### src/rtl/ooi_pkg.sv
package ooi_pkg;

    localparam int ADDR_W = 16;
    localparam int DATA_W = 32;

    typedef struct packed {
        logic [ADDR_W-1:0] addr;
        logic [DATA_W-1:0] data;
    } pwr_t;

    typedef enum logic {
        TURN_DMA = 1'b0,
        TURN_CPU = 1'b1
    } turn_e;

    function automatic turn_e other_turn(turn_e t);
        return (t == TURN_DMA) ? TURN_CPU : TURN_DMA;
    endfunction

endpackage

### src/rtl/ooi_merge.sv
module ooi_merge
    import ooi_pkg::*;
(
    input  logic clk,
    input  logic rst,
    input  logic dma_valid,
    output logic dma_ready,
    input  pwr_t dma_wr,
    input  logic cpu_valid,
    output logic cpu_ready,
    input  pwr_t cpu_wr,
    input  logic space,
    output logic push,
    output pwr_t push_wr
);
    turn_e turn;
    logic  dma_take, cpu_take;

    always_comb begin
        dma_ready = space && (!cpu_valid || turn == TURN_DMA);
        cpu_ready = space && (!dma_valid || turn == TURN_CPU);
        dma_take  = dma_valid && dma_ready;
        cpu_take  = cpu_valid && cpu_ready;
        push      = dma_take || cpu_take;
        push_wr   = dma_take ? dma_wr : cpu_wr;
    end

    always_ff @(posedge clk) begin
        if (rst)
            turn <= TURN_DMA;
        else if (dma_take)
            turn <= other_turn(TURN_DMA);
        else if (cpu_take)
            turn <= other_turn(TURN_CPU);
    end

    assert_single_grant_R3: assert property (@(posedge clk) disable iff (rst)
        !(dma_take && cpu_take));

    assert_alternate_R3: assert property (@(posedge clk) disable iff (rst)
        dma_take |=> (!(dma_valid && cpu_valid && space) || cpu_take));

endmodule

### src/rtl/ooi_postq.sv
module ooi_postq
    import ooi_pkg::*;
#(
    parameter int DEPTH = 4,
    parameter int CNT_W = $clog2(DEPTH + 1)
) (
    input  logic             clk,
    input  logic             rst,
    input  logic             push,
    input  pwr_t             push_wr,
    output logic             out_valid,
    input  logic             out_ready,
    output pwr_t             head,
    output logic             drain,
    output logic             space,
    output logic [CNT_W-1:0] count,
    output logic [CNT_W-1:0] count_next
);
    localparam int PTR_W = (DEPTH > 1) ? $clog2(DEPTH) : 1;
    localparam logic [PTR_W-1:0] LAST = PTR_W'(DEPTH - 1);

    pwr_t             mem [DEPTH];
    logic [PTR_W-1:0] wr_ptr, rd_ptr;

    always_comb begin
        out_valid  = (count != '0);
        head       = mem[rd_ptr];
        drain      = out_valid && out_ready;
        space      = (count != CNT_W'(DEPTH));
        count_next = count + CNT_W'(push) - CNT_W'(drain);
    end

    always_ff @(posedge clk) begin
        if (rst) begin
            wr_ptr <= '0;
            rd_ptr <= '0;
            count  <= '0;
        end else begin
            count <= count_next;
            if (push) begin
                mem[wr_ptr] <= push_wr;
                wr_ptr      <= (wr_ptr == LAST) ? '0 : wr_ptr + 1'b1;
            end
            if (drain)
                rd_ptr <= (rd_ptr == LAST) ? '0 : rd_ptr + 1'b1;
        end
    end

    assert_no_overflow_R4: assert property (@(posedge clk) disable iff (rst)
        (count == CNT_W'(DEPTH)) |-> !push);

    assert_head_hold_R9: assert property (@(posedge clk) disable iff (rst)
        (out_valid && !out_ready) |=> (out_valid && $stable(head)));

endmodule

### src/rtl/ooi_gate.sv
module ooi_gate #(
    parameter int PAY_W = 8,
    parameter int CNT_W = 3
) (
    input  logic             clk,
    input  logic             rst,
    input  logic             in_valid,
    output logic             in_ready,
    input  logic [PAY_W-1:0] in_pay,
    output logic             out_valid,
    input  logic             out_ready,
    output logic [PAY_W-1:0] out_pay,
    input  logic [CNT_W-1:0] pend_now,
    input  logic [CNT_W-1:0] pend_next,
    input  logic             drain
);
    logic             full;
    logic [CNT_W-1:0] older;

    always_comb begin
        in_ready  = !full;
        out_valid = full && (older == '0);
    end

    always_ff @(posedge clk) begin
        if (rst) begin
            full    <= 1'b0;
            older   <= '0;
            out_pay <= '0;
        end else if (!full) begin
            if (in_valid) begin
                full    <= 1'b1;
                out_pay <= in_pay;
                older   <= pend_next;   // everything queued by this edge is older
            end
        end else if (out_valid && out_ready) begin
            full <= 1'b0;
        end else if (drain && older != '0) begin
            older <= older - 1'b1;
        end
    end

    // On the completion instance these also guard R6.
    assert_older_bounded_R5: assert property (@(posedge clk) disable iff (rst)
        (full && older != '0) |-> (older <= pend_now));

    assert_release_next_R5: assert property (@(posedge clk) disable iff (rst)
        (full && older == CNT_W'(1) && drain) |=> out_valid);

    assert_slot_hold_R8: assert property (@(posedge clk) disable iff (rst)
        (out_valid && !out_ready) |=> (out_valid && $stable(out_pay)));

endmodule

### src/rtl/outbound_order_arbiter.sv
module outbound_order_arbiter
    import ooi_pkg::*;
#(
    parameter int              DEPTH     = 4,
    parameter int              ID_W      = 8,
    parameter logic [ID_W-1:0] STREAM_ID = 8'h5A,
    parameter int              CPL_W     = 32,
    parameter int              VEC_W     = 8
) (
    input  logic              clk,
    input  logic              rst,
    input  logic              dma_valid,
    output logic              dma_ready,
    input  logic [ADDR_W-1:0] dma_addr,
    input  logic [DATA_W-1:0] dma_data,
    input  logic              cpu_valid,
    output logic              cpu_ready,
    input  logic [ADDR_W-1:0] cpu_addr,
    input  logic [DATA_W-1:0] cpu_data,
    output logic              out_valid,
    input  logic              out_ready,
    output logic [ADDR_W-1:0] out_addr,
    output logic [DATA_W-1:0] out_data,
    output logic [ID_W-1:0]   out_id,
    input  logic              cpl_in_valid,
    output logic              cpl_in_ready,
    input  logic [CPL_W-1:0]  cpl_in_data,
    output logic              cpl_valid,
    input  logic              cpl_ready,
    output logic [CPL_W-1:0]  cpl_data,
    input  logic              irq_in_valid,
    output logic              irq_in_ready,
    input  logic [VEC_W-1:0]  irq_in_vec,
    output logic              irq_valid,
    input  logic              irq_ready,
    output logic [VEC_W-1:0]  irq_vec
);
    localparam int CNT_W = $clog2(DEPTH + 1);

    pwr_t             dma_wr, cpu_wr, push_wr, head;
    logic             push, drain, space;
    logic [CNT_W-1:0] count, count_next;

    assign dma_wr   = '{addr: dma_addr, data: dma_data};
    assign cpu_wr   = '{addr: cpu_addr, data: cpu_data};
    assign out_addr = head.addr;
    assign out_data = head.data;
    assign out_id   = STREAM_ID;

    ooi_merge u_merge (
        .clk(clk), .rst(rst),
        .dma_valid(dma_valid), .dma_ready(dma_ready), .dma_wr(dma_wr),
        .cpu_valid(cpu_valid), .cpu_ready(cpu_ready), .cpu_wr(cpu_wr),
        .space(space), .push(push), .push_wr(push_wr)
    );

    ooi_postq #(.DEPTH(DEPTH), .CNT_W(CNT_W)) u_postq (
        .clk(clk), .rst(rst),
        .push(push), .push_wr(push_wr),
        .out_valid(out_valid), .out_ready(out_ready), .head(head),
        .drain(drain), .space(space), .count(count), .count_next(count_next)
    );

    ooi_gate #(.PAY_W(VEC_W), .CNT_W(CNT_W)) u_irq_gate (
        .clk(clk), .rst(rst),
        .in_valid(irq_in_valid), .in_ready(irq_in_ready), .in_pay(irq_in_vec),
        .out_valid(irq_valid), .out_ready(irq_ready), .out_pay(irq_vec),
        .pend_now(count), .pend_next(count_next), .drain(drain)
    );

    ooi_gate #(.PAY_W(CPL_W), .CNT_W(CNT_W)) u_cpl_gate (
        .clk(clk), .rst(rst),
        .in_valid(cpl_in_valid), .in_ready(cpl_in_ready), .in_pay(cpl_in_data),
        .out_valid(cpl_valid), .out_ready(cpl_ready), .out_pay(cpl_data),
        .pend_now(count), .pend_next(count_next), .drain(drain)
    );

    assert_empty_after_reset_R10: assert property (@(posedge clk)
        $fell(rst) |-> (!out_valid && !irq_valid && !cpl_valid));

endmodule

### config.mk
export PLATFORM = sky130hd
export DESIGN_NAME = outbound_order_arbiter
export DESIGN_NICKNAME = d
export VERILOG_FILES = /design/src/rtl/ooi_pkg.sv /design/src/rtl/ooi_merge.sv /design/src/rtl/ooi_postq.sv /design/src/rtl/ooi_gate.sv /design/src/rtl/outbound_order_arbiter.sv
export SDC_FILE = /design/constraint.sdc
export NUM_CORES = 1
export LEC_CHECK = 0
export BUFFER_PORTS_ARGS = -buffer_cell sky130_fd_sc_hd__clkbuf_2
export CORE_MARGIN = 5
export CORE_UTILIZATION = 43
export CTS_BUF_LIST = sky130_fd_sc_hd__clkbuf_4 sky130_fd_sc_hd__clkbuf_8
export DETAILED_ROUTE_END_ITERATION = 8
export GPL_ROUTABILITY_DRIVEN = 0
export PLACE_DENSITY = 0.65
export SKIP_CTS_REPAIR_TIMING = 1
export SLEW_MARGIN = 20
export SYNTH_ARGS = -nofsm -noshare
export SYNTH_HDL_FRONTEND = slang
export SYNTH_SLANG_ARGS = --single-unit
### constraint.sdc
create_clock -name clk -period 4.95 [get_ports clk]
set_input_delay 0 -clock clk [delete_from_list [all_inputs] [get_ports clk]]
set_output_delay 0 -clock clk [all_outputs]
set_load 0.05 [all_outputs]
# After elaboration in Yosys (flattened, before gate mapping)
# Memories as Yosys holds them, arrays and structs flattened. A register that Yosys moved wholly into a read port is not among the register bits.
# Index checks and enable logic that the tools add are counted.
[classes] addsub=6 n_mul=0 n_div=0 order_cmp=0 eq_ne=7 shift=0 muxes=24 bitwise=3 n_reduce_logical=30
[op_table] cell="$mux W48" n=1
[op_table] cell="$mux W3" n=8
[op_table] cell="$logic_and A1 B1 Y1" n=11
[op_table] cell="$mux W1" n=11
[op_table] cell="$reduce_bool A3 Y1" n=3
[op_table] cell="$mux W2" n=4
[op_table] cell="$ne A2 B2 Y1 const B" n=4
[op_table] cell="$logic_not A3 Y1" n=2
[op_table] cell="$reduce_and A3 Y1" n=2
[op_table] cell="$reduce_bool A2 Y1" n=3
[op_table] cell="$sub A3 B1 Y3 const B" n=2
[op_table] cell="$add A2 B1 Y2 const B" n=2
[op_table] cell="$eq A2 B2 Y1 const B" n=2
[op_table] cell="$logic_not A1 Y1" n=4
[op_table] cell="$reduce_and A2 Y1" n=2
[op_table] cell="$add A3 B1 Y3" n=1
[op_table] cell="$logic_or A1 B1 Y1" n=3
[op_table] cell="$ne A3 B3 Y1 const B" n=1
[op_table] cell="$not A1 Y1" n=3
[op_table] cell="$sub A3 B1 Y3" n=1
[totals] register_bits=56 latchBits=0 ram_bits=192 rom_bits=0 out_inout_bits=103 elab_cells=81 mem_count=1
[mem_list] name="u_postq.mem" depth=4 word_bits=48 read_ports=1 rd_ports_with_merged_regs=1 write_ports=1 line="ooi_postq.sv:22" rtl="pwr_t mem [DEPTH];"

# Logic depth before layout (Yosys ltp)
[logic_depth] depth_word=9 mapped_depth=8 ltp_nobuf=8

# Hierarchy
# From an unflattened synthesis, not the netlist that was laid out.
[unflattened] hier_cells=604 hier_area_um2=10112.2
[by_module_without_submodules] mod="ooi_postq" instances=1 cells_each=300 area_per_inst_um2=7425.9 seq_area_each_um2=5945.7
[by_module_without_submodules] mod="ooi_gate at u_cpl_gate" instances=1 cells_each=170 area_per_inst_um2=1372.6 seq_area_each_um2=720.7
[by_module_without_submodules] mod="ooi_merge" instances=1 cells_each=61 area_per_inst_um2=726.9 seq_area_each_um2=20.0
[by_module_without_submodules] mod="ooi_gate at u_irq_gate" instances=1 cells_each=63 area_per_inst_um2=519.2 seq_area_each_um2=240.2
[by_module_without_submodules] mod="outbound_order_arbiter" instances=1 cells_each=10 area_per_inst_um2=67.6 seq_area_each_um2=0.0

# Worst setup path after synthesis
# OpenSTA, ideal clock, no wires.
[synth_timing] path_kind="reg-to-reg" from="register u_postq.count[2]" to="memory u_postq.mem[0][0] in the netlist's numbering, enable pin" arrival_time_ns=2.046 required_ns=4.539 path_slack_ns=2.494 stages_incl_launch_ff=5 n_path_buf=0 synth_period_minus_slack_ns=2.456 cell_sequence="dfxtp_1 > nor3b_2 > o21bai_1 > nor2_1 > and2_1"
[synth_between] elab_chain_len=7 word_cells_on_any_way=9 classes_between="1 x eq/ne; 3 x mux; 5 x reduce/logical"
[synth_rtl] element="start, declared" line="ooi_postq.sv:16" rtl="output logic [CNT_W-1:0] count,"
[synth_rtl] element="start signal, assigned" line="ooi_postq.sv:39" rtl="count <= count_next;"
[synth_rtl] element="$ne A3 B3 Y1 (*)" line="ooi_postq.sv:29" rtl="space = (count != CNT_W'(DEPTH));"
[synth_rtl] element="$logic_and A1 B1 Y1, on equally long branches" line="ooi_merge.sv:20, ooi_merge.sv:21"
[synth_rtl] element="$logic_and A1 B1 Y1, on equally long branches" line="ooi_merge.sv:22, ooi_merge.sv:23"
[synth_rtl] element="$logic_or A1 B1 Y1 (*)" line="ooi_merge.sv:24" rtl="push = dma_take || cpu_take;"
[synth_rtl] element="$mux W1 (*)" line="ooi_postq.sv:40" rtl="if (push) begin"
[synth_rtl] element="$mux W1 (*)" line="ooi_postq.sv:34" rtl="if (rst) begin"
[synth_rtl] element="$mux W1 (not written as such) (*)" line="ooi_postq.sv:41" rtl="mem[wr_ptr] <= push_wr;"
[synth_rtl] element="end, declared" line="ooi_postq.sv:22"
# Mark *: on every way between the ends. The rest lies on a longest branch, timed or not.

==> results.md <==
* Fin crit period at slightly above 3000 ps
* Synth Warn # at 0
* Yosys cell types at 33
* Worst path required time at 5180 ps
* Tightest Pin Transition at 901 ps
* Grt ovf at 0
* Clk buf depth at 3
* Core Area at ~0.023 mm²
* Final WL at between 20000 and 25000 µm
* 1st-iter DRT viols at between 300 and 400
* Net total in the final layout at approximately 1200
* Detailed Routing Iterations Pass 1 at 4
* Post-route ant nets at 0
* Proportion of layout cells with a drive suffix above 1 at 41.1%
* TritonCTS clock tree: done
* Crit Path Max Fanout at 33
* Row cnt at 55
* Initial Utilization at 43.8%
* Largest net degree at the start of global routing at 60
* Commonest cells after routing, fill and taps aside: clkbuf_2, edfxtp_1, dlygate4sd3_1
* Vias in the first global route at 6158
* Pins Over Slew Limit at 0
* Drt wl/cell at 17.5 µm
* Hold Vio Cnt, Final at 3
* Syn Inst Count at 599
* Die Y at 162 µm
* Crit Path Category: register to register
* Final setup vio count at 0
* DRC at 0
* Register clock-pin slew on the reported worst setup and hold paths at around 60 ps
* Vias per cell at 4.89
* Worst hold slack at -31.8 ps
* Area Overhead vs Synth at 38.4%
* Worst Hold Class: input port to register
* Final setup TNS at 0 ps
* Max VDD drop at 0.000280 V
* Commonest non-fill, non-tap cell in the layout: clkbuf_2
* PwrDens at between 400 and 500 mW/mm²
* Synth Register Bits at 250
* Post-DP HPWL at 14100 µm
* Full die area at roughly 0.026 mm²
* Post-synthesis cell area at 0.00995 mm²
* Status: finished, violations left
* Antenna violations before repair at 3
* Clock buffer count from CTS at between 40 and 50
* Port buffer count at 239
* GRT Util Overall at 15.9%
* Die width at 162 µm
* Crit start category: register
* Mean Syn Cell Area at 16.6 µm²
* Placed Cells at 1100
* First-pass GRT wire length at 32900 µm
* Violated checks: negative hold slack
* Clk sinks at 250
* CTS root buffer: clkbuf_8
* Max-cap violations at 0
* Fin crit share at 62.1%
* Max Freq at between 300 and 400 MHz
* Sequential fraction of the synthesis area at 69.6%
* Clk Latency, worst-skew pair at 530 ps
* RSZ-0062 raised after global routing: false
* Max transition margin at 40.0%
* Htree depth at 2
* CP endpoint kind: register
* Clk_skew at 29.1 ps
* I/O pins at 248
* Leak at ~5.3 nW
* Final non-filler cell total at 1322
* Vias post-DR at roughly 6500
* CP arrival at about 3300 ps
## report_power, final
group | total (mW) | internal, mW | leakage [nW] | switching, mW
logic | 2.07 | 0.744 | 2.65 | 1.33
clock network | 1.89 | 1.11 | 0.463 | 0.775
registers | 2.67 | 2.57 | 2.23 | 0.102
total | 6.63 | 4.42 | 5.34 | 2.20
## critical path, stage by stage, from the launching register on
cell,delay (ps)
dfxtp_1,360
nor3b_2,260
a21oi_2,70
nand2_2,640
buf_4,460
mux2_2,380
dlygate4sd3_1,610
## flip-flops by register name (all words and copies together), names as in the netlist, 2 cells and up, named ones only
register and count:
u_postq.mem 192, u_cpl_gate.older 3, u_postq.count 3, u_irq_gate.older 3
u_postq.rd_ptr 2, u_cpl_gate.out_pay 32, u_irq_gate.out_pay 8, u_postq.wr_ptr 2
## cells by family (layout without fill, tap and decap cells)
group	count (synthesis)	in the layout	share of synthesized area [%]
mux	101	101	17.1
other cells	2	9	0.0755
buf+inv	52	483	2.62
simple gates	116	116	4.84
compound gates	62	62	3.74
flops	250	250	69.6
xor+xnor	4	4	0.352
fa+ha+maj	12	12	1.59
## final cells by class
cell class | count | area (µm²)
Fill cell | 1700 | 8940
Multi-Input combinational cell | 303 | 2790
Clock buffer | 60 | 738
Clock inverter | 14 | 140
Sequential cell | 250 | 6930
Antenna cell | 1 | 2.50
Tap cell | 285 | 357
Timing Repair Buffer | 394 | 2750
Inverter | 15 | 56.3
## path summary, 6_finish.rpt
check	start	endpoint	slack, ps	cells after the start
worst max-delay path	u_postq.count[2]	u_postq.mem[1][36]	1880	6
worst min-delay path	cpu_valid	u_merge.turn	-30	4
worst max register to register	u_postq.count[2]	u_postq.mem[1][36]	1880	6
worst min register to register	u_irq_gate.older[1]	u_irq_gate.older[1]	450	2
## layer usage
layer / track usage [%] / part of all wire (%) / vias up
li1: - / - / 3064
met1: 20.0 / 42 / 3122
met2: 25.8 / 48 / 238
met3: 6.47 / 8.3 / 41
met4: 4.15 / 1.7 / 4
met5: 0 / 0.12 / -
## stage by stage
step	setup WS [ps]	instance area, µm²	hold slack, ps	total power, mW	util, %
after floorplan	2490	9970	95.6	4.17	-
after global placement	2470	11400	185	4.62	50.2
after detailed placement	2390	11400	185	4.63	50.2
after CTS	2360	12300	-390	6.54	54.0
after global routing	1730	13800	5.63	6.94	60.6
final	1880	13800	-31.8	6.63	60.6
## synthesized netlist by cell type (all sizes together)
library cell	number	area, µm²
nor3b	1	12.5
xnor2	3	26.3
or3	2	12.5
conb	2	7.51
clkbuf	11	41.3
o31a	1	10.0
mux2i	5	50.1
nor2	14	52.6
o21bai	1	7.51
a211oi	4	30.0
mux4	48	1080
fa	1	20.0
edfxtp	192	5770
ha	11	138
a31oi	2	42.5
nand2	87	327
dfxtp	58	1160
xor2	1	8.76
mux2	48	574
a211o	2	17.5
a21oi	48	244
nor2b	4	25.0
buf	26	163
o21ai	4	20.0
inv	15	56.3
nand2b	2	12.5
and2	4	25.0
nand3b	2	15.0
Note: power is estimated with default switching activity, not from simulation.
